## src/rtl/rtc_regfile_pkg.sv

```systemverilog
package rtc_regfile_pkg;
  localparam int DATA_W    = 16;
  localparam int ADDR_W    = 6;
  localparam int SEC_W     = 6;
  localparam int HM_W      = 8;
  localparam int DAY_W     = 16;
  localparam int NUM_RATES = 9;

  localparam logic [ADDR_W-1:0] OFF_HM     = 6'h00;
  localparam logic [ADDR_W-1:0] OFF_SEC    = 6'h04;
  localparam logic [ADDR_W-1:0] OFF_AHM    = 6'h08;
  localparam logic [ADDR_W-1:0] OFF_ASEC   = 6'h0C;
  localparam logic [ADDR_W-1:0] OFF_CTRL   = 6'h10;
  localparam logic [ADDR_W-1:0] OFF_STAT   = 6'h14;
  localparam logic [ADDR_W-1:0] OFF_IEN    = 6'h18;
  localparam logic [ADDR_W-1:0] OFF_SWATCH = 6'h1C;
  localparam logic [ADDR_W-1:0] OFF_DAY    = 6'h20;
  localparam logic [ADDR_W-1:0] OFF_ADAY   = 6'h24;

  localparam int BIT_SW    = 0;
  localparam int BIT_ALARM = 2;
  localparam int BIT_TICK  = 4;
  localparam int BIT_RATE0 = 7;

  localparam logic [DATA_W-1:0] EVT_MASK =
      DATA_W'(((1 << NUM_RATES) - 1) << BIT_RATE0) |
      DATA_W'((1 << BIT_SW) | (1 << BIT_ALARM) | (1 << BIT_TICK));

  localparam logic [15:0] SEC_TOP = 16'd59;
  localparam logic [15:0] MIN_TOP = 16'd59;
  localparam logic [15:0] HR_TOP  = 16'd23;
  localparam logic [15:0] DAY_TOP = 16'((1 << DAY_W) - 1);

  typedef struct packed {
    logic [DAY_W-1:0] day;
    logic [HM_W-1:0]  hr;
    logic [HM_W-1:0]  min;
    logic [SEC_W-1:0] sec;
  } rtc_time_t;

  // Returns {carry_out, next_value}; a field at or above its top wraps to 0.
  function automatic logic [16:0] bump(input logic [15:0] v,
                                       input logic [15:0] top,
                                       input logic en);
    if (!en)       return {1'b0, v};
    if (v >= top)  return {1'b1, 16'h0000};
    return {1'b0, v + 16'd1};
  endfunction

  function automatic logic offset_known(input logic [ADDR_W-1:0] a);
    case (a)
      OFF_HM, OFF_SEC, OFF_AHM, OFF_ASEC, OFF_CTRL,
      OFF_STAT, OFF_IEN, OFF_SWATCH, OFF_DAY, OFF_ADAY: return 1'b1;
      default: return 1'b0;
    endcase
  endfunction
endpackage

```

## src/rtl/rtc_timebase.sv

```systemverilog
module rtc_timebase
  import rtc_regfile_pkg::*;
(
  input  logic              clk,
  input  logic              rst_n,
  input  logic              tick,
  input  logic              ld_hm,
  input  logic              ld_sec,
  input  logic              ld_day,
  input  logic [DATA_W-1:0] wdata,
  output rtc_time_t         now,
  output rtc_time_t         upcoming,
  output logic              advance
);
  logic [16:0] s_r, m_r, h_r, d_r;

  always_comb begin
    advance = tick & ~(ld_hm | ld_sec | ld_day);
    s_r = bump(16'(now.sec), SEC_TOP, 1'b1);
    m_r = bump(16'(now.min), MIN_TOP, s_r[16]);
    h_r = bump(16'(now.hr),  HR_TOP,  m_r[16]);
    d_r = bump(16'(now.day), DAY_TOP, h_r[16]);
    upcoming.day = d_r[DAY_W-1:0];
    upcoming.hr  = h_r[HM_W-1:0];
    upcoming.min = m_r[HM_W-1:0];
    upcoming.sec = s_r[SEC_W-1:0];
  end

  always_ff @(posedge clk or negedge rst_n) begin
    if (!rst_n) begin
      now <= '0;
    end else if (advance) begin
      now <= upcoming;
    end else begin
      if (ld_hm) begin
        now.hr  <= wdata[2*HM_W-1:HM_W];
        now.min <= wdata[HM_W-1:0];
      end
      if (ld_sec) now.sec <= wdata[SEC_W-1:0];
      if (ld_day) now.day <= wdata[DAY_W-1:0];
    end
  end
endmodule

```

## src/rtl/rtc_alarm_cmp.sv

```systemverilog
module rtc_alarm_cmp
  import rtc_regfile_pkg::*;
(
  input  logic              clk,
  input  logic              rst_n,
  input  logic              ld_ahm,
  input  logic              ld_asec,
  input  logic              ld_aday,
  input  logic [DATA_W-1:0] wdata,
  input  logic              advance,
  input  rtc_time_t         upcoming,
  output logic [DATA_W-1:0] alm_hm,
  output logic [SEC_W-1:0]  alm_sec,
  output logic [DAY_W-1:0]  alm_day,
  output logic              hit
);
  always_ff @(posedge clk or negedge rst_n) begin
    if (!rst_n) begin
      alm_hm  <= '0;
      alm_sec <= '0;
      alm_day <= '0;
    end else begin
      if (ld_ahm)  alm_hm  <= wdata;
      if (ld_asec) alm_sec <= wdata[SEC_W-1:0];
      if (ld_aday) alm_day <= wdata[DAY_W-1:0];
    end
  end

  always_comb begin
    hit = advance
        && (upcoming.day == alm_day)
        && ({upcoming.hr, upcoming.min} == alm_hm)
        && (upcoming.sec == alm_sec);
  end
endmodule

```

## src/rtl/rtc_int_ctrl.sv

```systemverilog
module rtc_int_ctrl
  import rtc_regfile_pkg::*;
(
  input  logic              clk,
  input  logic              rst_n,
  input  logic [DATA_W-1:0] set_vec,
  input  logic              stat_wr,
  input  logic              ien_wr,
  input  logic [DATA_W-1:0] wdata,
  output logic [DATA_W-1:0] status,
  output logic [DATA_W-1:0] enable,
  output logic              irq
);
  logic [DATA_W-1:0] clr_vec;

  always_comb begin
    clr_vec = stat_wr ? (wdata & EVT_MASK) : '0;
    irq     = |(status & enable);
  end

  always_ff @(posedge clk or negedge rst_n) begin
    if (!rst_n) begin
      status <= '0;
      enable <= '0;
    end else begin
      status <= ((status & ~clr_vec) | set_vec) & EVT_MASK;
      if (ien_wr) enable <= wdata & EVT_MASK;
    end
  end
endmodule

```

## src/rtl/rtc_regfile.sv

```systemverilog
module rtc_regfile
  import rtc_regfile_pkg::*;
(
  input  logic                 clk,
  input  logic                 rst_n,
  input  logic                 tick_1hz,
  input  logic [NUM_RATES-1:0] rate_ticks,
  input  logic                 sw_evt,
  input  logic                 bus_wr,
  input  logic [ADDR_W-1:0]    bus_addr,
  input  logic [DATA_W-1:0]    bus_wdata,
  output logic [DATA_W-1:0]    bus_rdata,
  output logic                 irq
);
  logic ld_hm, ld_sec, ld_day, ld_ahm, ld_asec, ld_aday;
  logic ctrl_wr, swatch_wr, stat_wr, ien_wr;
  logic time_ld;
  logic tick_applied;
  logic alarm_hit;
  rtc_time_t now, upcoming;
  logic [DATA_W-1:0] alm_hm;
  logic [SEC_W-1:0]  alm_sec;
  logic [DAY_W-1:0]  alm_day;
  logic [DATA_W-1:0] set_vec, status, enable;
  logic [DATA_W-1:0] ctrl_q, swatch_q;

  always_comb begin
    ld_hm     = bus_wr && (bus_addr == OFF_HM);
    ld_sec    = bus_wr && (bus_addr == OFF_SEC);
    ld_day    = bus_wr && (bus_addr == OFF_DAY);
    ld_ahm    = bus_wr && (bus_addr == OFF_AHM);
    ld_asec   = bus_wr && (bus_addr == OFF_ASEC);
    ld_aday   = bus_wr && (bus_addr == OFF_ADAY);
    ctrl_wr   = bus_wr && (bus_addr == OFF_CTRL);
    swatch_wr = bus_wr && (bus_addr == OFF_SWATCH);
    stat_wr   = bus_wr && (bus_addr == OFF_STAT);
    ien_wr    = bus_wr && (bus_addr == OFF_IEN);
    time_ld   = ld_hm | ld_sec | ld_day;
  end

  rtc_timebase u_time (
    .clk(clk), .rst_n(rst_n), .tick(tick_1hz),
    .ld_hm(ld_hm), .ld_sec(ld_sec), .ld_day(ld_day), .wdata(bus_wdata),
    .now(now), .upcoming(upcoming), .advance(tick_applied)
  );

  rtc_alarm_cmp u_alarm (
    .clk(clk), .rst_n(rst_n),
    .ld_ahm(ld_ahm), .ld_asec(ld_asec), .ld_aday(ld_aday), .wdata(bus_wdata),
    .advance(tick_applied), .upcoming(upcoming),
    .alm_hm(alm_hm), .alm_sec(alm_sec), .alm_day(alm_day), .hit(alarm_hit)
  );

  always_comb begin
    set_vec            = '0;
    set_vec[BIT_SW]    = sw_evt;
    set_vec[BIT_ALARM] = alarm_hit;
    set_vec[BIT_TICK]  = tick_1hz;
    for (int i = 0; i < NUM_RATES; i++) set_vec[BIT_RATE0 + i] = rate_ticks[i];
  end

  rtc_int_ctrl u_int (
    .clk(clk), .rst_n(rst_n), .set_vec(set_vec),
    .stat_wr(stat_wr), .ien_wr(ien_wr), .wdata(bus_wdata),
    .status(status), .enable(enable), .irq(irq)
  );

  always_ff @(posedge clk or negedge rst_n) begin
    if (!rst_n) begin
      ctrl_q   <= '0;
      swatch_q <= '0;
    end else begin
      if (ctrl_wr)   ctrl_q   <= bus_wdata;
      if (swatch_wr) swatch_q <= bus_wdata;
    end
  end

  always_comb begin
    case (bus_addr)
      OFF_HM:     bus_rdata = {now.hr, now.min};
      OFF_SEC:    bus_rdata = DATA_W'(now.sec);
      OFF_AHM:    bus_rdata = alm_hm;
      OFF_ASEC:   bus_rdata = DATA_W'(alm_sec);
      OFF_CTRL:   bus_rdata = ctrl_q;
      OFF_STAT:   bus_rdata = status;
      OFF_IEN:    bus_rdata = enable;
      OFF_SWATCH: bus_rdata = swatch_q;
      OFF_DAY:    bus_rdata = DATA_W'(now.day);
      OFF_ADAY:   bus_rdata = DATA_W'(alm_day);
      default:    bus_rdata = '0;
    endcase
  end
endmodule

```

## config.mk

```make
export PLATFORM = sky130hd
export DESIGN_NAME = rtc_regfile
export DESIGN_NICKNAME = d
export VERILOG_FILES = /design/src/rtl/rtc_regfile_pkg.sv /design/src/rtl/rtc_timebase.sv /design/src/rtl/rtc_alarm_cmp.sv /design/src/rtl/rtc_int_ctrl.sv /design/src/rtl/rtc_regfile.sv
export SDC_FILE = /design/constraint.sdc
export NUM_CORES = 1
export LEC_CHECK = 0
export BUFFER_PORTS_ARGS = -buffer_cell sky130_fd_sc_hd__buf_2
export CAP_MARGIN = 25
export CORE_MARGIN = 1.5
export CORE_UTILIZATION = 56
export DETAILED_ROUTE_END_ITERATION = 8
export MAX_ROUTING_LAYER = met4
export PLACE_DENSITY = 0.76
export REMOVE_ABC_BUFFERS = 1
export SYNTH_ARGS = -nofsm -noshare
export SYNTH_HDL_FRONTEND = slang
export SYNTH_SLANG_ARGS = --single-unit
```

## constraint.sdc

```tcl
create_clock -name clk -period 2.7 [get_ports clk]
set_clock_uncertainty 0.2 [all_clocks]
set_input_delay 0.27 -clock clk [delete_from_list [all_inputs] [get_ports clk]]
set_output_delay 0.27 -clock clk [all_outputs]
set_load 0.01 [all_outputs]
```

Word-level counts from Yosys, hierarchy flattened
Cells that the tools add are included.
{"block": "word_totals", "register_bits": 132}
{"block": "classes", "add_sub_neg": 4, "n_mux": 27, "reduce_logical": 18, "bitwise_logic": 8, "magnitude_cmp": 4, "n_eq_ne": 12}
{"operator": "$mux 17", "count": 10}
{"operator": "$pmux 16 s10", "count": 1}
{"operator": "$mux 16", "count": 7}
{"operator": "$mux 38", "count": 1}
{"operator": "$and 16x16->16", "count": 2}
{"operator": "$eq 16x16->1", "count": 2}
{"operator": "$eq 6x5->1 const B", "count": 4}
{"operator": "$add 8x1->9 const B", "count": 2}
{"operator": "$add 16x1->16 const B", "count": 1}
{"operator": "$ge 16x16->1 const B", "count": 1}
{"operator": "$not 16->16", "count": 1}
{"operator": "$or 16x16->16", "count": 1}
{"operator": "$reduce_or 16->1", "count": 1}
{"operator": "$logic_and 1x1->1", "count": 13}
{"operator": "$eq 6x4->1 const B", "count": 2}
{"operator": "$eq 6x6->1 const B", "count": 2}
{"operator": "$ge 8x5->1 const B", "count": 1}
{"operator": "$ge 8x6->1 const B", "count": 1}
{"operator": "$add 6x1->7 const B", "count": 1}
{"operator": "$mux 1", "count": 7}
{"operator": "$eq 6x3->1 const B", "count": 1}
{"operator": "$eq 6x6->1", "count": 1}
{"operator": "$ge 6x6->1 const B", "count": 1}
{"operator": "$logic_not 6->1", "count": 1}
{"operator": "5 further kinds", "count": 8}

Logic depth before layout (Yosys ltp)
Gate-level depths: netlist (run 1).
{"block": "logic_depth", "word_depth": 20, "ltp_mapped": 11, "depth_no_buf": 9}

Modules after synthesis
From an unflattened synthesis (run 1), not the netlist that was laid out.
{"block": "hier_totals", "hier_cells": 764, "hier_area_um2": 7922.6}
{"mod": "rtc_timebase", "instances": 1, "area_each_um2": 2768.9, "cells_per_inst": 343}
{"mod": "rtc_regfile", "instances": 1, "area_each_um2": 2299.7, "cells_per_inst": 208}
{"mod": "rtc_alarm_cmp", "instances": 1, "area_each_um2": 1825.5, "cells_per_inst": 135}
{"mod": "rtc_int_ctrl", "instances": 1, "area_each_um2": 1028.5, "cells_per_inst": 78}

Worst setup path after synthesis (run 1)
No wires, ideal clock.
{"block": "synth_timing", "path_kind": "reg2reg", "from": "register, netlist name u_time.now[6]", "to": "register u_int.status[2]", "t_arrival_ns": 2.499, "t_required_ns": 2.405, "stages_incl_launch_ff": 10, "slack_ns": -0.095, "path_buffers": 2, "cell_sequence": "dfrtp_1 ha_1 o2111a_1 o21ai_1 buf_2 buf_1 o32ai_1 a2111oi_0 nand4_1 o31ai_1"}
{"block": "synth_between", "elab_chain_len": 12}
{"element": "$ge 8x6->1", "line": "rtc_regfile_pkg.sv:46", "source": "if (v >= top) return {1'b1, 16'h0000};"}
{"element": "$mux 1 (2 in series)", "line": "rtc_regfile_pkg.sv:46"}
{"element": "$mux 17", "line": "rtc_regfile_pkg.sv:47", "source": "return {1'b0, v + 16'd1};"}
{"element": "$mux 17 *", "line": "rtc_regfile_pkg.sv:46"}
{"element": "$mux 17", "line": "rtc_regfile_pkg.sv:46"}
{"element": "$mux 16", "line": "rtc_regfile_pkg.sv:46"}
{"element": "$eq 16x16->1", "line": "rtc_alarm_cmp.sv:31", "source": "&& (upcoming.day == alm_day)"}
{"element": "$logic_and 1x1->1", "line": "rtc_alarm_cmp.sv:31"}
{"element": "$logic_and 1x1->1 *", "line": "rtc_alarm_cmp.sv:32", "source": "&& ({upcoming.hr, upcoming.min} == alm_hm)"}
{"element": "$logic_and 1x1->1 *", "line": "rtc_alarm_cmp.sv:33", "source": "&& (upcoming.sec == alm_sec);"}
{"element": "$or 16x16->16 *", "line": "rtc_int_ctrl.sv:26", "source": "status <= ((status & ~clr_vec) | set_vec) & EVT_MASK;"}
{"element": "end signal, assigned", "line": "rtc_int_ctrl.sv:26"}
{"element": "end, declared", "line": "rtc_int_ctrl.sv:10", "source": "output logic [DATA_W-1:0] status,"}
Mark *: on every way between the ends. The rest lies on a longest branch, timed or not. The select of a mux whose other input is x is not followed.
A chain may end at the register's enable or synchronous reset.

Final worst setup path (run 1)
{"block": "layout_timing", "from": "register, netlist name u_time.now[1]", "to": "register u_int.status[2]"}
{"block": "layout_between", "elab_chain_len": 11}
{"element": "$ge 6x6->1", "line": "rtc_regfile_pkg.sv:46"}
{"element": "$mux 1", "line": "rtc_regfile_pkg.sv:46"}
{"element": "$mux 17 *", "line": "rtc_regfile_pkg.sv:47"}
{"element": "$mux 17 (2 in series)", "line": "rtc_regfile_pkg.sv:46"}
{"element": "$mux 16", "line": "rtc_regfile_pkg.sv:46"}
{"element": "$eq 16x16->1", "line": "rtc_alarm_cmp.sv:31"}
{"element": "$logic_and 1x1->1", "line": "rtc_alarm_cmp.sv:31"}
{"element": "$logic_and 1x1->1", "line": "rtc_alarm_cmp.sv:32"}
{"element": "$logic_and 1x1->1 *", "line": "rtc_alarm_cmp.sv:33"}
{"element": "$or 16x16->16 *", "line": "rtc_int_ctrl.sv:26"}
Mark *: on every way between the ends. The rest lies on a longest branch, timed or not.

==> results of run 1 <==
-- kinds of logic after synthesis --
kind of cell,after synthesis
AND/OR/NAND/NOR,263
AO/OA/AOI/OAI,219
flip-flops,132
multiplexers,98
buffers and inverters,69
XOR/XNOR,40
adder cells (fa/ha/maj),4
-- where the power goes --
part | internal, W | switching [W] | total, W
Clock | 0.00129 | 0.00101 | 0.00230
Combinational | 0.000716 | 0.000810 | 0.00153
Sequential | 0.00221 | 0.000264 | 0.00247
-- area by class of cell --
| type | instances | area (um2) | area share |
|---|---|---|---|
| flip-flops and latches | 132 | 3300 | 0.317 |
| well taps | 180 | 225 | 0.0216 |
| multi-input cells | 624 | 4660 | 0.446 |
| clock inverters | 14 | 143 | 0.0137 |
| inverters | 7 | 26.3 | 0.00252 |
| clock buffers | 17 | 425 | 0.0408 |
| diodes | 1 | 2.50 | 0.000240 |
| repair buffers | 224 | 1650 | 0.158 |
-- path summary, 6_finish.rpt --
kind	from	endpoint	depth (start not counted)
min in group asynchronous	rst_n	u_time.now[9]	2
max reg2reg	u_time.now[1]	u_int.status[2]	11
max in group asynchronous	rst_n	u_int.enable[10]	3
min reg2reg	ctrl_q[5]	ctrl_q[5]	1
max	u_time.now[1]	u_int.status[2]	11
min	bus_wdata[15]	u_int.status[15]	3
-- registers in the layout, summed over array words and instances, names as in the netlist --
register and cells:
u_time.now 38, u_alarm.alm_sec 6, u_int.status 12, ctrl_q 16, u_alarm.alm_hm 16, swatch_q 16
u_int.enable 12, u_alarm.alm_day 16
-- per-stage QoR --
stage | area (um2) | utilization | hold slack, ns | std cells
2_1_floorplan | 7740 | - | -0.226 | 763
3_3_place_gp | 9300 | 0.668 | 0.0651 | 1134
3_5_place_dp | 9300 | 0.668 | 0.0723 | 1134
4_1_cts | 10100 | 0.727 | 0.00841 | 1180
5_1_grt | 10400 | 0.748 | 0.0335 | 1199
6_report | 10400 | 0.748 | 0.0310 | 1199
-- Yosys cell counts, types with 3 or more instances --
cell / instances / share of area
sky130_fd_sc_hd__nor4_1: 13 / 0.010
sky130_fd_sc_hd__xnor2_1: 23 / 0.025
sky130_fd_sc_hd__mux2_2: 77 / 0.11
sky130_fd_sc_hd__nor2_1: 35 / 0.016
sky130_fd_sc_hd__mux2i_1: 15 / 0.019
sky130_fd_sc_hd__buf_1: 5 / 0.0023
sky130_fd_sc_hd__and3_1: 6 / 0.0047
sky130_fd_sc_hd__a2111oi_0: 3 / 0.0033
sky130_fd_sc_hd__o2111ai_1: 4 / 0.0044
sky130_fd_sc_hd__inv_1: 7 / 0.0033
sky130_fd_sc_hd__o21ai_0: 61 / 0.038
sky130_fd_sc_hd__nand3b_1: 6 / 0.0056
sky130_fd_sc_hd__clkbuf_1: 42 / 0.020
sky130_fd_sc_hd__buf_2: 13 / 0.0081
sky130_fd_sc_hd__o311ai_0: 4 / 0.0044
sky130_fd_sc_hd__nand3_1: 24 / 0.015
sky130_fd_sc_hd__a31oi_1: 3 / 0.0023
sky130_fd_sc_hd__and2_1: 6 / 0.0047
sky130_fd_sc_hd__a22o_1: 9 / 0.0099
sky130_fd_sc_hd__a21o_1: 13 / 0.012
sky130_fd_sc_hd__or2_2: 3 / 0.0023
sky130_fd_sc_hd__nand2_1: 100 / 0.047
sky130_fd_sc_hd__nand4_1: 8 / 0.0063
sky130_fd_sc_hd__nand2b_1: 5 / 0.0039
sky130_fd_sc_hd__nor2b_1: 6 / 0.0047
sky130_fd_sc_hd__o31ai_1: 4 / 0.0038
sky130_fd_sc_hd__nor3_1: 22 / 0.014
sky130_fd_sc_hd__o22ai_1: 4 / 0.0031
sky130_fd_sc_hd__mux4_2: 6 / 0.017
sky130_fd_sc_hd__a21oi_1: 28 / 0.018
sky130_fd_sc_hd__o211ai_1: 5 / 0.0047
sky130_fd_sc_hd__a22oi_1: 21 / 0.020
sky130_fd_sc_hd__or3_1: 8 / 0.0063
sky130_fd_sc_hd__a221o_1: 12 / 0.015
sky130_fd_sc_hd__o32ai_1: 3 / 0.0033
sky130_fd_sc_hd__a222oi_1: 6 / 0.0075
sky130_fd_sc_hd__a221oi_1: 12 / 0.013
sky130_fd_sc_hd__a32oi_1: 6 / 0.0066
sky130_fd_sc_hd__xor2_1: 17 / 0.019
sky130_fd_sc_hd__ha_1: 4 / 0.0063
sky130_fd_sc_hd__dfrtp_1: 132 / 0.41
-- cells in the final DEF (no fill, tap or decap), types with 19 or more instances in the layout --
cell type                 count
sky130_fd_sc_hd__nand2_1     99
sky130_fd_sc_hd__buf_4      149
sky130_fd_sc_hd__a21oi_1     25
sky130_fd_sc_hd__o21ai_0     55
sky130_fd_sc_hd__buf_2       51
sky130_fd_sc_hd__mux2_2      77
sky130_fd_sc_hd__dfrtp_1    132
sky130_fd_sc_hd__a22oi_1     21
sky130_fd_sc_hd__nor3_1      20
sky130_fd_sc_hd__nand3_1     24
sky130_fd_sc_hd__xnor2_1     19
sky130_fd_sc_hd__nor2_1      35
-- layer usage --
layer,GRT usage,vias to the layer above
met5,-,-
met4,0.198,0
met3,0.102,128
met2,0.675,639
met1,0.579,4112
li1,-,3475
-- worst max-delay path, stage by stage, from the launching register on --
cell and delay, ns:
sky130_fd_sc_hd__dfrtp_1 0.41, sky130_fd_sc_hd__ha_4 0.16, sky130_fd_sc_hd__buf_6 0.11, sky130_fd_sc_hd__o2111ai_4 0.11
sky130_fd_sc_hd__buf_6 0.15, sky130_fd_sc_hd__buf_4 0.14, sky130_fd_sc_hd__or3_4 0.38, sky130_fd_sc_hd__or2_4 0.25
sky130_fd_sc_hd__nor4_2 0.14, sky130_fd_sc_hd__a21oi_1 0.06, sky130_fd_sc_hd__a2111o_1 0.42, sky130_fd_sc_hd__o31ai_2 0.18
-- repair_timing --
item | 4_1_cts | 5_1_grt
setup endpoints to repair | 6 | 1
hold buffers | 14 | 0
pin swaps | 9 | 23
hold endpoints to repair | 63 | 0
resized for setup | 29 | 31
buffers inserted | 1 | 18
==> impl_metrics.py, run 1 <==
metrics = {
    "run_status": {
        "outcome": "finished, violations left",
        "violations": "setup timing",
    },
    "route": {
        "count_of_nets_left_with_antenna_violations_after_detail_routing": 0,
        "route.layer.met1.wl_um": 12300,
        "dr_wl_met2_um": 14500,
        "drt-pass1-iter-count": 5,
        "num_vias": 8354,
        "number_of_design_rule_violations_left_after_detail_routing": 0,
        "post_drt_via_cell_ratio": 6.97,
        "routed.top_layer": "met4",
        "met3RoutedLength_um": 3560,
        "dr.first_iter.drc_count": 1204,
        "drt_wl_total_um": 31800,
        "drt-wirelength-per-cell_um": 26.5,
    },
    "sta": {
        "report.final.slew_viol_count": 0,
        "timing.final.setup_violations": 1,
        "grt_setup_unrepaired": "yes",
        "final-hold-violation-count": 0,
        "setup_slack_ns": -0.129,
        "timing.setup.tns_ns": -0.129,
        "fmaxAchievable_ghz": 0.353,
        "final_min_period_over_clock_period": 1.05,
        "tightest_slew_ns": 0.714,
        "max_slew_margin": 0.522,
        "minimum_period_implied_by_the_final_worst_setup_slack_ns": 2.83,
    },
    "synth": {
        "synth.ff_latch_count": 132,
        "synth-simple-area-share": 0.165,
        "synthFlopType": "sky130_fd_sc_hd__dfrtp_1",
        "synth_fa_ha_area_frac": 0.00626,
        "synth_edf_count": 0,
        "synth_xor_area_frac": 0.0438,
        "synth.avg_cell_area_um2": 9.69,
        "fraction_of_the_mapped_netlist_area_in_compound_gates": 0.192,
        "synth_area_um2": 8000,
        "synth.mux.area_fraction": 0.144,
        "ys_types": 72,
        "yosysWarnings": 0,
        "synth_cells": 825,
        "synth-seq-area-share": 0.413,
        "synth_top_family_by_area": "compound AO/OA/AOI/OAI gates",
        "ys_async_sr_fraction": 1.00,
    },
    "placement": {
        "place_congestion": 1.03,
        "detailed_place_hpwl_um": 22600,
        "numPortBuffers": 52,
        "placement.setup.worst_slack_ns": -0.402,
    },
    "setup_path": {
        "start_to_end_type_of_the_worst_setup_path": "register to register",
        "start_kind": "register",
        "critPathMaxFanout": 6,
        "worstPathRequired_ns": 2.84,
        "r2r_setup_slack_ns": -0.13,
        "timing.critical_path.arrival_ns": 2.97,
        "timing.critical_path.to_type": "register",
    },
    "die": {
        "placeableCoreArea_um2": 13900,
        "floorplan.rows": 43,
        "ios": 53,
        "floorplan.die.height_um": 122,
        "floorplan.die_area_um2": 15000,
        "starting_density_of_the_core": 0.574,
        "die_w_um": 122,
    },
    "global_route": {
        "global_route_wire_length_before_repair_um": 47700,
        "grt_pass1_vias": 8150,
        "grt_usage": 0.447,
        "grt_max_degree": 55,
        "antenna_found_initial": 1,
        "leftover_overflow_at_the_end_of_global_routing": 0,
    },
    "power": {
        "power_per_cell_area_nw_per_um2": 603,
        "power.leakage_nw": 4.59,
        "max-vdd-ir-drop_mv": 0.688,
        "finalPower_w": 0.00629,
    },
    "finish": {
        "design.final.nets": 1046,
        "filler_cell_count": 956,
        "post_route_cells_drive_above_1_share": 0.363,
        "area_delta_synth_final_pct": 30.4,
    },
    "cts": {
        "clock_tree.htree_level_count": 4,
        "cts.sinks": 132,
        "cts_made_buffers": 17,
        "cts_tree": "done",
        "clk_pin_slew_ns": 0.06,
        "clk_root_buffer_cell": "sky130_fd_sc_hd__clkbuf_16",
        "clk-insertion-delay-late_ns": 0.43,
        "cts_buffer_depth": 2,
    },
    "run": {
        "maxCapViolCount": 0,
    },
    "min_path": {
        "min-delay-path-class": "primary input to register",
    },
}
Note: power is estimated with default switching activity, not from simulation.
==> inputs of run 2 (changes only) <==
Settings changed: CORE_MARGIN 1.5 to not set.
==> impl_metrics.py, run 2 (synthesis results as in run 1) <==
metrics = {
    "sta": {
        "final-hold-violation-count": 0,
        "setup_slack_ns": -0.0499,
        "report.final.slew_viol_count": 0,
        "timing.final.setup_violations": 3,
        "tightest_slew_ns": 0.802,
        "max_slew_margin": 0.464,
        "minimum_period_implied_by_the_final_worst_setup_slack_ns": 2.75,
        "fmaxAchievable_ghz": 0.364,
        "grt_setup_unrepaired": "yes",
        "final_min_period_over_clock_period": 1.02,
    },
    "cts": {
        "clk_root_buffer_cell": "sky130_fd_sc_hd__clkbuf_16",
        "clk_pin_slew_ns": 0.07,
        "clock_tree.htree_level_count": 4,
        "cts.sinks": 132,
        "cts_made_buffers": 17,
        "cts_buffer_depth": 2,
        "cts_tree": "done",
        "clk-insertion-delay-late_ns": 0.43,
    },
    "route": {
        "drt_wl_total_um": 30000,
        "met3RoutedLength_um": 3450,
        "route.layer.met1.wl_um": 11800,
        "routed.top_layer": "met4",
        "post_drt_via_cell_ratio": 6.82,
        "count_of_nets_left_with_antenna_violations_after_detail_routing": 0,
        "number_of_design_rule_violations_left_after_detail_routing": 0,
        "dr_wl_met2_um": 13400,
        "num_vias": 8133,
        "drt-wirelength-per-cell_um": 25.1,
        "dr.first_iter.drc_count": 1022,
        "drt-pass1-iter-count": 6,
    },
    "setup_path": {
        "start_to_end_type_of_the_worst_setup_path": "register to register",
        "ordered_cell_list_for_the_critical_path": "buf_6, or3_1, or3b_2, o31a_1, xnor2_2, nor4_2, nand4_1, o31ai_1",
        "crit_path_top_delay_cell": "sky130_fd_sc_hd__or3b_2",
        "critPathMaxFanout": 5,
        "r2r_setup_slack_ns": -0.05,
        "worstPathRequired_ns": 2.84,
        "critical_path.max_stage_delay_ns": 0.45,
        "timing.critical_path.to_type": "register",
        "timing.critical_path.arrival_ns": 2.89,
        "start_kind": "register",
    },
    "finish": {
        "post_route_cells_drive_above_1_share": 0.361,
        "post-route-util": 0.753,
        "final_std_cell_area_no_fill_um2": 10400,
        "number_of_flip_flops_in_the_largest_register": 38,
        "antenna_cells_inserted": 0,
        "mostFrequentLayoutCells": "sky130_fd_sc_hd__buf_4 (139), sky130_fd_sc_hd__dfrtp_1 (132), sky130_fd_sc_hd__nand2_1 (99), sky130_fd_sc_hd__mux2_2 (77), sky130_fd_sc_hd__o21ai_0 (55)",
        "regMostFlops": "u_time.now",
        "design.final.nets": 1040,
        "layout.cells.most_common": "sky130_fd_sc_hd__buf_4",
        "area_delta_synth_final_pct": 30.6,
    },
    "run_status": {
        "outcome": "finished, violations left",
        "violations": "setup timing",
    },
    "power": {
        "power.leakage_nw": 4.60,
        "clock_power_share": 0.362,
        "power_per_cell_area_nw_per_um2": 600,
        "netSwitchingPower_w": 0.00208,
        "power.share.combinational": 0.245,
        "finalPower_w": 0.00627,
        "internal_power_w": 0.00419,
        "share_of_power_burned_in_registers": 0.393,
        "max-vdd-ir-drop_mv": 0.677,
        "sw_share": 0.332,
    },
    "die": {
        "floorplan.die.height_um": 121,
        "floorplan.die_area_um2": 14800,
        "placeableCoreArea_um2": 13900,
        "floorplan.rows": 43,
        "die_w_um": 121,
        "starting_density_of_the_core": 0.576,
        "ios": 53,
    },
    "placement": {
        "numPortBuffers": 52,
        "place_congestion": 1.04,
        "detailed_place_hpwl_um": 21700,
        "detailed_place.area_um2": 9290,
    },
    "run": {
        "maxCapViolCount": 0,
    },
    "global_route": {
        "global_route_wire_length_before_repair_um": 45800,
        "grt_pass1_vias": 7963,
        "leftover_overflow_at_the_end_of_global_routing": 0,
        "grt_max_degree": 53,
        "grt_usage": 0.435,
        "antenna_found_initial": 0,
    },
    "min_path": {
        "min-delay-path-class": "primary input to register",
    },
}
==> run 2: cell count changes in the layout (fill, tap and decap cells not counted), moves of 2 or more <==
cell,change
sky130_fd_sc_hd__or3_1,+2
sky130_fd_sc_hd__a21oi_1,+2
sky130_fd_sc_hd__a21oi_2,-3
sky130_fd_sc_hd__o2111ai_1,-2
sky130_fd_sc_hd__buf_6,+3
sky130_fd_sc_hd__o2111ai_2,+2
sky130_fd_sc_hd__buf_4,-10
sky130_fd_sc_hd__or3_4,-2
sky130_fd_sc_hd__o21ai_2,-2
sky130_fd_sc_hd__and3_1,-2
==> run 2: final timing paths <==
check	from	to	cells after the start
worst max-delay path	u_time.now[21]	u_int.status[2]	8
worst min-delay path	bus_wdata[7]	u_int.status[7]	3
worst max register to register	u_time.now[21]	u_int.status[2]	8
worst min register to register	swatch_q[7]	swatch_q[7]	1
max in group asynchronous	rst_n	u_alarm.alm_hm[10]	3
min in group asynchronous	rst_n	u_time.now[10]	2
==> run 2: final cells by class <==
class / count / area [um2]
Multi-Input combinational cell: 624 / 4710
Clock buffer: 18 / 439
Fill cell: 988 / 3430
Clock inverter: 14 / 129
Timing Repair Buffer: 218 / 1620
Sequential cell: 132 / 3300
Inverter: 7 / 26.3
Tap cell: 180 / 225
==> run 2: power by group through the flow <==
stage / logic, W / registers (W) / clock network [W]
after floorplan: 0.000663 / 0.00243 / 0
after global placement: 0.00128 / 0.00244 / 0
after detailed placement: 0.00131 / 0.00246 / 0
after CTS: 0.00142 / 0.00243 / 0.00227
after global routing: 0.00163 / 0.00248 / 0.00236
final: 0.00153 / 0.00246 / 0.00227
==> run 2: what timing repair did <==
item                                    CTS  global route
hold endpoints to repair                102             0
endpoints found under the setup margin    3             7
setup buffers                            11             4
cloned                                    1             0
pin swaps                                13            21
gates resized for setup                  29            40
hold buffers                             14             0
==> run 2: per-stage QoR <==
stage / setup TNS, ns / setup WS, ns / cells / hold WS (ns)
4_1_cts: -0.0592 / -0.0592 / 1189 / 0.00563
5_1_grt: -0.382 / -0.202 / 1193 / 0.0179
2_1_floorplan: -2.73 / -0.696 / 763 / -0.226
6_report: -0.0813 / -0.0499 / 1193 / 0.0204
3_3_place_gp: -0.537 / -0.240 / 1131 / 0.000133
3_5_place_dp: -0.410 / -0.332 / 1131 / 0.00709
==> run 2: critical path, delay by kind of cell (launching register included) <==
kind            cells  cell delay (ns)
compound gates      2             0.55
simple gates        4             1.19
flops               1             0.42
xor+xnor            1             0.16
buf+inv             1             0.15
==> run 2: layer usage <==
metal  vias to the layer above  global-route usage
met4                         0               0.191
met3                       133               0.106
li1                       3474                   -
met2                       562               0.638
met1                      3964               0.571
met5                         -                   -
==> inputs of run 3 (changes only) <==
Settings changed: SETUP_SLACK_MARGIN set to 0.15.
==> impl_metrics.py, run 3 (synthesis results as in run 1) <==
metrics = {
    "run_status": {
        "outcome": "finished, violations left",
        "violations": "setup timing",
    },
    "setup_path": {
        "r2r_cells": 17,
        "critical-path-top-delay-family": "buffers and inverters",
        "critical_path.most_common_cell": "sky130_fd_sc_hd__buf_4",
        "critical_path.reg2reg.startpoint": "u_time.now[1]",
        "critPathMaxFanout": 5,
        "timing.rr.end": "u_time.now[10]",
        "ordered_cell_list_for_the_critical_path": "ha_4, o2111a_2, buf_4, o21a_4, buf_4, a21oi_4, buf_4, buf_6, buf_4, buf_4, buf_4, buf_4, buf_4, buf_4, buf_4, nand2_2, o21ai_2",
        "critical_path_buf_inv_count": 11,
        "timing.critical_path.to_type": "register",
        "timing.critical_path.arrival_ns": 2.95,
        "critical_path.max_stage_delay_ns": 0.42,
        "r2r_setup_slack_ns": -0.12,
        "crit_path_top_delay_cell": "sky130_fd_sc_hd__dfrtp_1",
        "start_to_end_type_of_the_worst_setup_path": "register to register",
        "start_kind": "register",
        "worstPathRequired_ns": 2.83,
    },
    "route": {
        "count_of_nets_left_with_antenna_violations_after_detail_routing": 0,
        "num_vias": 8153,
        "drt_wl_total_um": 30000,
        "dr.first_iter.drc_count": 1195,
        "drt-pass1-iter-count": 8,
        "post_drt_via_cell_ratio": 6.83,
        "drt-wirelength-per-cell_um": 25.2,
        "number_of_design_rule_violations_left_after_detail_routing": 0,
    },
    "die": {
        "ios": 53,
        "starting_density_of_the_core": 0.576,
        "floorplan.die.height_um": 121,
        "die_w_um": 121,
        "placeableCoreArea_um2": 13900,
        "floorplan.rows": 43,
        "floorplan.die_area_um2": 14800,
    },
    "power": {
        "internal_power_w": 0.00419,
        "power.share.combinational": 0.245,
        "clock_power_share": 0.363,
        "sw_share": 0.333,
        "finalPower_w": 0.00628,
        "max-vdd-ir-drop_mv": 0.677,
        "power_per_cell_area_nw_per_um2": 603,
        "power.leakage_nw": 4.59,
        "netSwitchingPower_w": 0.00209,
        "share_of_power_burned_in_registers": 0.392,
    },
    "sta": {
        "grt_setup_unrepaired": "yes",
        "tightest_slew_ns": 0.800,
        "report.final.slew_viol_count": 0,
        "setup_slack_ns": -0.121,
        "timing.setup.tns_ns": -0.197,
        "final-hold-violation-count": 0,
        "max_slew_margin": 0.466,
        "fmaxAchievable_ghz": 0.355,
        "final_min_period_over_clock_period": 1.04,
        "timing.final.setup_violations": 2,
        "minimum_period_implied_by_the_final_worst_setup_slack_ns": 2.82,
    },
    "cts": {
        "cts_buffer_depth": 2,
        "clk_root_buffer_cell": "sky130_fd_sc_hd__clkbuf_16",
        "clock_tree.htree_level_count": 4,
        "cts_made_buffers": 17,
        "cts_tree": "done",
        "clk-insertion-delay-late_ns": 0.43,
        "clk_pin_slew_ns": 0.07,
        "cts.sinks": 132,
    },
    "finish": {
        "final_std_cell_area_no_fill_um2": 10400,
        "area_delta_synth_final_pct": 30.4,
        "number_of_flip_flops_in_the_largest_register": 38,
        "design.final.nets": 1040,
        "post_route_cells_drive_above_1_share": 0.362,
        "final-instance-count-excl-fill": 1193,
        "antenna_cells_inserted": 0,
        "mostFrequentLayoutCells": "sky130_fd_sc_hd__buf_4 (140), sky130_fd_sc_hd__dfrtp_1 (132), sky130_fd_sc_hd__nand2_1 (98), sky130_fd_sc_hd__mux2_2 (77), sky130_fd_sc_hd__o21ai_0 (55)",
        "filler_cell_count": 985,
        "layout.cells.most_common": "sky130_fd_sc_hd__buf_4",
        "regMostFlops": "u_time.now",
    },
    "placement": {
        "detailed_place.area_um2": 9290,
        "numPortBuffers": 52,
        "place_congestion": 1.04,
        "place_inst": 1131,
        "detailed_place_hpwl_um": 21700,
    },
    "run": {
        "maxCapViolCount": 0,
    },
    "global_route": {
        "global_route_wire_length_before_repair_um": 45800,
        "grt_max_degree": 53,
        "grt_pass1_vias": 7971,
        "grt_usage": 0.435,
        "antenna_found_initial": 0,
        "leftover_overflow_at_the_end_of_global_routing": 0,
    },
    "min_path": {
        "min-delay-path-class": "primary input to register",
        "min_to": "u_int.status[12]",
        "hold_path.startpoint": "bus_wdata[12]",
        "holdPathStages": 3,
    },
}
## run 3: cell counts in the layout (fill, tap and decap cells not counted)
Identical to the previous run, type by type.
## run 3: worst max path at each step
stage               depth (start not counted)  slack (ns)            from         endpoint
CTS                                        10       -0.06  u_time.now[17]  u_int.status[2]
detailed placement                         11       -0.33   u_time.now[1]  u_int.status[2]
floorplan                                   9       -0.70   u_time.now[0]  u_int.status[2]
global route                               11       -0.19   u_time.now[1]  u_int.status[2]
finish                                     17       -0.12   u_time.now[1]   u_time.now[10]
global placement                           11       -0.24   u_time.now[0]  u_int.status[2]
## run 3: layout make-up
class                           count  area, um2  share of cell area
Multi-Input combinational cell    624       4690               0.450
Sequential cell                   132       3300               0.317
Tap cell                          180        225              0.0216
Timing Repair Buffer              218       1610               0.155
Clock inverter                     14        129              0.0124
Clock buffer                       18        439              0.0421
Inverter                            7       26.3             0.00252
## run 3: what timing repair did
action                                 4_1_cts  5_1_grt
setup endpoints to repair                   10       14
resized for setup                           37       31
hold buffers                                14        0
cloned                                       1        0
endpoints found under the hold margin      102        0
setup buffers                               11        4
pin swaps                                   18       10
## run 3: metal layers
metal	up-vias	wire length, um	GRT usage
met5	-	0	-
met1	4001	12000	0.574
met4	0	1200	0.185
li1	3472	-	-
met2	552	13600	0.642
met3	128	3210	0.102
## run 3: power by group through the flow
stage                     Clock, W  Combinational [W]  Sequential (W)
after CTS                  0.00227            0.00143         0.00243
after detailed placement         0            0.00131         0.00246
final                      0.00228            0.00154         0.00246
after floorplan                  0           0.000663         0.00243
after global routing       0.00236            0.00164         0.00248
after global placement           0            0.00128         0.00244
## run 3: tightest hold or removal path: stages
cell,delay (ns)
sky130_fd_sc_hd__buf_2,0.17
sky130_fd_sc_hd__nand2_1,0.08
sky130_fd_sc_hd__a21o_1,0.10
## run 3: stage by stage
| stage | util | hold WS [ns] | setup WS (ns) |
|---|---|---|---|
| 6_report | 0.751 | 0.0157 | -0.121 |
| 5_1_grt | 0.751 | 0.0179 | -0.195 |
| 4_1_cts | 0.738 | 0.00563 | -0.0592 |
| 3_5_place_dp | 0.669 | 0.00709 | -0.332 |
| 3_3_place_gp | 0.669 | 0.000133 | -0.240 |
| 2_1_floorplan | - | -0.226 | -0.696 |
